`config.mk`:
```
export PLATFORM = sky130hd
export DESIGN_NAME = fp_recip_exp
export DESIGN_NICKNAME = d
export VERILOG_FILES = /design/src/rtl/fre_pkg.sv /design/src/rtl/fre_lane.sv /design/src/rtl/fp_recip_exp.sv
export SDC_FILE = /design/constraint.sdc
export NUM_CORES = 1
export LEC_CHECK = 0
export ABC_AREA = 0
export BUFFER_PORTS_ARGS = -buffer_cell sky130_fd_sc_hd__buf_2
export CORE_MARGIN = 2
export CORE_UTILIZATION = 35
export DETAILED_ROUTE_END_ITERATION = 16
export PLACE_DENSITY = 0.71
export SLEW_MARGIN = 5
export SYNTH_ARGS = -nofsm -noshare
export SYNTH_HDL_FRONTEND = slang
export SYNTH_SLANG_ARGS = --single-unit
```
`constraint.sdc`:
```
create_clock -name clk_i -period 0.9 [get_ports clk_i]
set_input_delay 0.225 -clock clk_i [delete_from_list [all_inputs] [get_ports clk_i]]
set_output_delay 0.225 -clock clk_i [all_outputs]
set_load 0.005 [all_outputs]
```
`src/rtl/fre_pkg.sv`:
```
package fre_pkg;
  localparam int WORD_W = 64;
  localparam int NUM_FMT = 2;

  typedef enum logic {FMT_SP = 1'b0, FMT_DP = 1'b1} fmt_e;

  function automatic int fmt_width(int idx);
    return (idx == int'(FMT_DP)) ? 64 : 32;
  endfunction

  function automatic int fmt_exp_w(int idx);
    return (idx == int'(FMT_DP)) ? 11 : 8;
  endfunction
endpackage

```
`src/rtl/fre_lane.sv`:
```
module fre_lane #(
  parameter int W  = 32,
  parameter int EW = 8
) (
  input  logic [W-1:0] op_i,
  input  logic         dnan_i,
  output logic [W-1:0] res_o,
  output logic         inv_o
);
  localparam int FW = W - 1 - EW;
  localparam logic [EW-1:0] EXP_ONES = '1;
  localparam logic [EW-1:0] EXP_SUB  = EXP_ONES - 1'b1;
  localparam logic [W-1:0]  QBIT     = W'(1) << (FW - 1);
  localparam logic [W-1:0]  DFLT_NAN = {1'b0, EXP_ONES, 1'b1, {(FW-1){1'b0}}};

  logic          sgn;
  logic [EW-1:0] exp_f;
  logic [FW-1:0] frac_f;
  logic          is_nan, is_snan;
  logic [EW-1:0] exp_r;

  assign sgn    = op_i[W-1];
  assign exp_f  = op_i[W-2:FW];
  assign frac_f = op_i[FW-1:0];
  assign is_nan  = (exp_f == EXP_ONES) && (frac_f != '0);
  assign is_snan = is_nan && !frac_f[FW-1];
  assign exp_r   = (exp_f == '0) ? EXP_SUB : ~exp_f;

  always_comb begin
    if (is_nan) res_o = dnan_i ? DFLT_NAN : (op_i | QBIT);
    else        res_o = {sgn, exp_r, {FW{1'b0}}};
    inv_o = is_snan;
  end
endmodule

```
`src/rtl/fp_recip_exp.sv`:
```
module fp_recip_exp
  import fre_pkg::*;
(
  input  logic              clk_i,
  input  logic              rst_ni,
  input  logic [WORD_W-1:0] op_i,
  input  logic              dbl_i,
  input  logic              dnan_i,
  output logic [WORD_W-1:0] res_o,
  output logic              invalid_o
);
  logic [NUM_FMT-1:0][WORD_W-1:0] lane_res;
  logic [NUM_FMT-1:0]             lane_inv;
  fmt_e                           fmt;

  assign fmt = dbl_i ? FMT_DP : FMT_SP;

  for (genvar g = 0; g < NUM_FMT; g++) begin : g_lane
    localparam int LW = fmt_width(g);
    localparam int LE = fmt_exp_w(g);
    logic [LW-1:0] r;
    fre_lane #(.W(LW), .EW(LE)) u_lane (
      .op_i  (op_i[LW-1:0]),
      .dnan_i(dnan_i),
      .res_o (r),
      .inv_o (lane_inv[g])
    );
    assign lane_res[g] = WORD_W'(r);
  end

  always_ff @(posedge clk_i or negedge rst_ni) begin
    if (!rst_ni) begin
      res_o     <= '0;
      invalid_o <= 1'b0;
    end else begin
      res_o     <= lane_res[fmt];
      invalid_o <= lane_inv[fmt];
    end
  end
endmodule

```
==> flow_summary.toml <==
[worst_setup_path]
path_depth = 8
crit_path_start = "op_i[21]"
cp_max_fo = 8
path_cells = "buf_6 > nor4_4 > nand4_1 > buf_6 > nor4_4 > buf_6 > nand2b_4 > o211a_1"
arrival_ps = 1740
critPathTopFamily = "simple AND/OR/NAND/NOR gates"
critical_path_class = "primary input to flip-flop"
cp_slowest_cell = "nor4_4"
cp_common_cell = "buf_6"
cpPeakStageDelay_ps = 300
end_kind = "flip-flop"
cp_num_buf_inv = 3
start_kind = "primary input"
required_ps = 1160

[floorplan]
dieArea_um2 = 7380
num_rows = 29
core-area_um2 = 6420
initial_core_util = 0.366
pin_count = 133
die_y_um = 85.9
die_w_um = 85.9

[place]
port_buffers = 132
routabilityCongestion = 0.786
place_ws_ps = -1020
dp_hpwl_um = 4580
postPlaceCellArea_um2 = 3400

[hold_path]
min_path_cells = 2
hold_path.class = "primary input to flip-flop"
hold_start = "op_i[36]"

[cells_and_area]
drive_above_1_share = 0.596
nNetsFinal = 430
stdcell_area_um2 = 3800
antennaDiodeCount = 0
areaGrowthSynthToFinish_pct = 61.6

[detailed_routing]
via_per_inst = 4.73
wl_per_cell_um = 14.6
first_iter_violations = 57
drt-total-wl_um = 6450
vias = 2097
ant_nets = 0
drc = 0
firstDrtPassIters = 4

[yosys]
synth.distinct_cells = 24
synthArstFlopShare = 1.00
yosysWarnings = 0
yosys_register_bits = 65
synth_cells = 186
ys_seq_area_frac = 0.692
synth_area_um2 = 2350
synthFlopType = "dfrtp_1"
synthesis.nets = 254
synth_edf_count = 0
syn_area_per_cell_um2 = 12.6

[power_and_ir_drop]
ir_drop_uv = 859
p_per_area_nw_per_um2 = 1530
p_leak_nw = 2.13
power_w = 0.00581

[clock_network]
h-tree-depth = 3
numCtsBuffers = 9
cts_tree = "built"
clockRootBuffer = "clkbuf_8"
path_clk_slew_ps = 70
cts_sinks = 65
clockBufferDepth = 2

[sta]
rsz0062_at_grt = "true"
fin_tns_setup_ps = -43220
maxSlewHeadroom = 0.767
finalHoldViolCount = 0
period_needed_ps = 1480
tightest_slew_ps = 347
layout_setup_ws_ps = -577
post-route-period-util = 1.64
fmax_ghz = 0.677
setup-violations-final = 130
slew_viol_final = 0

[job]
maxCapViolCount = 0

[grt]
antenna_found_initial = 0
grt_overflow_total = 0
grt_max_degree = 66
grt_pass1_vias = 2147
track_usage = 0.182
grt_pass1_wl_um = 10300

[outcome]
violations = "setup timing"
outcome = "complete, but fails checks"
## Yosys cell counts, types with 2 or more instances
cell type,n,area share
dfrtp_1,65,0.69
and2_1,41,0.11
nor4_1,13,0.035
a21oi_1,12,0.026
a21o_1,9,0.029
o21ai_0,8,0.017
nand4_1,7,0.019
clkbuf_1,5,0.0080
nor2_1,5,0.0080
nor3_1,3,0.0064
buf_2,2,0.0043
inv_1,2,0.0032
nand2_1,2,0.0032
nand3_1,2,0.0043
## layer usage
metal / up-vias / part of all wire / global-route usage
li1: 1006 / - / -
met1: 994 / 0.41 / 0.227
met2: 87 / 0.49 / 0.288
met3: 10 / 0.082 / 0.0558
met4: 0 / 0.018 / 0.0851
met5: - / 0 / 0
## placed cells by master (no fill, tap or decap), types with 7 or more instances in the layout
cell and count:
a21o_1 9, a21oi_2 7, and2_1 32, and2_4 9
buf_2 127, buf_4 33, buf_6 8, clkbuf_8 9
dfrtp_1 65, nand4_1 7, nor4_2 7, o21ai_0 8
## sequential cells by signal, summed over array words and instances (netlist names)
name	count
invalid_o	1
res_o	64
## what timing repair did
action                                  in CTS  in global routing
hold buffers                                 1                  0
pin swaps                                    8                  7
gates cloned                                 2                  0
buffers inserted                             1                  2
endpoints found under the setup margin     130                130
hold endpoints to repair                    65                  0
resized for setup                           15                 23
## path summary, 6_finish.rpt
| path | end | slack (ps) |
|---|---|---|
| min in group asynchronous | res_o[6] | 440 |
| setup / recovery | res_o[63] | -580 |
| max in group asynchronous | res_o[41] | 180 |
| hold / removal | res_o[36] | 110 |
## report_power, final
part	switching, W	leakage [nW]	internal (W)	total (W)
Sequential	0.0000118	0.886	0.00297	0.00298
Clock	0.00101	0.0929	0.00125	0.00226
Combinational	0.000281	1.15	0.000288	0.000570
Total	0.00130	2.13	0.00451	0.00581
## layout make-up
| cell class | instances | area (um^2) |
|---|---|---|
| fill | 553 | 2630 |
| sequential | 65 | 1630 |
| timing repair buffer | 170 | 1000 |
| multi-input combinational | 114 | 887 |
| clock buffer | 11 | 131 |
| tap | 77 | 96.3 |
| clock inverter | 4 | 45.0 |
| inverter | 2 | 7.51 |
## through the flow
| step | hold WS (ps) | util | std cells |
|---|---|---|---|
| after floorplan | -70.6 | - | 186 |
| after global placement | 263 | 0.529 | 423 |
| after detailed placement | 271 | 0.529 | 423 |
| after CTS | 94.6 | 0.575 | 441 |
| after global routing | 92.9 | 0.591 | 443 |
| final | 107 | 0.591 | 443 |
## logic make-up (layout without fill, tap and decap cells)
group                  after synthesis  in the layout  share of synthesized area
buffers and inverters                9            187                     0.0154
AO/OA/AOI/OAI                       37             37                      0.100
flip-flops                          65             65                      0.692
AND/OR/NAND/NOR                     75             77                      0.192
(Power assumes the default switching activity.)
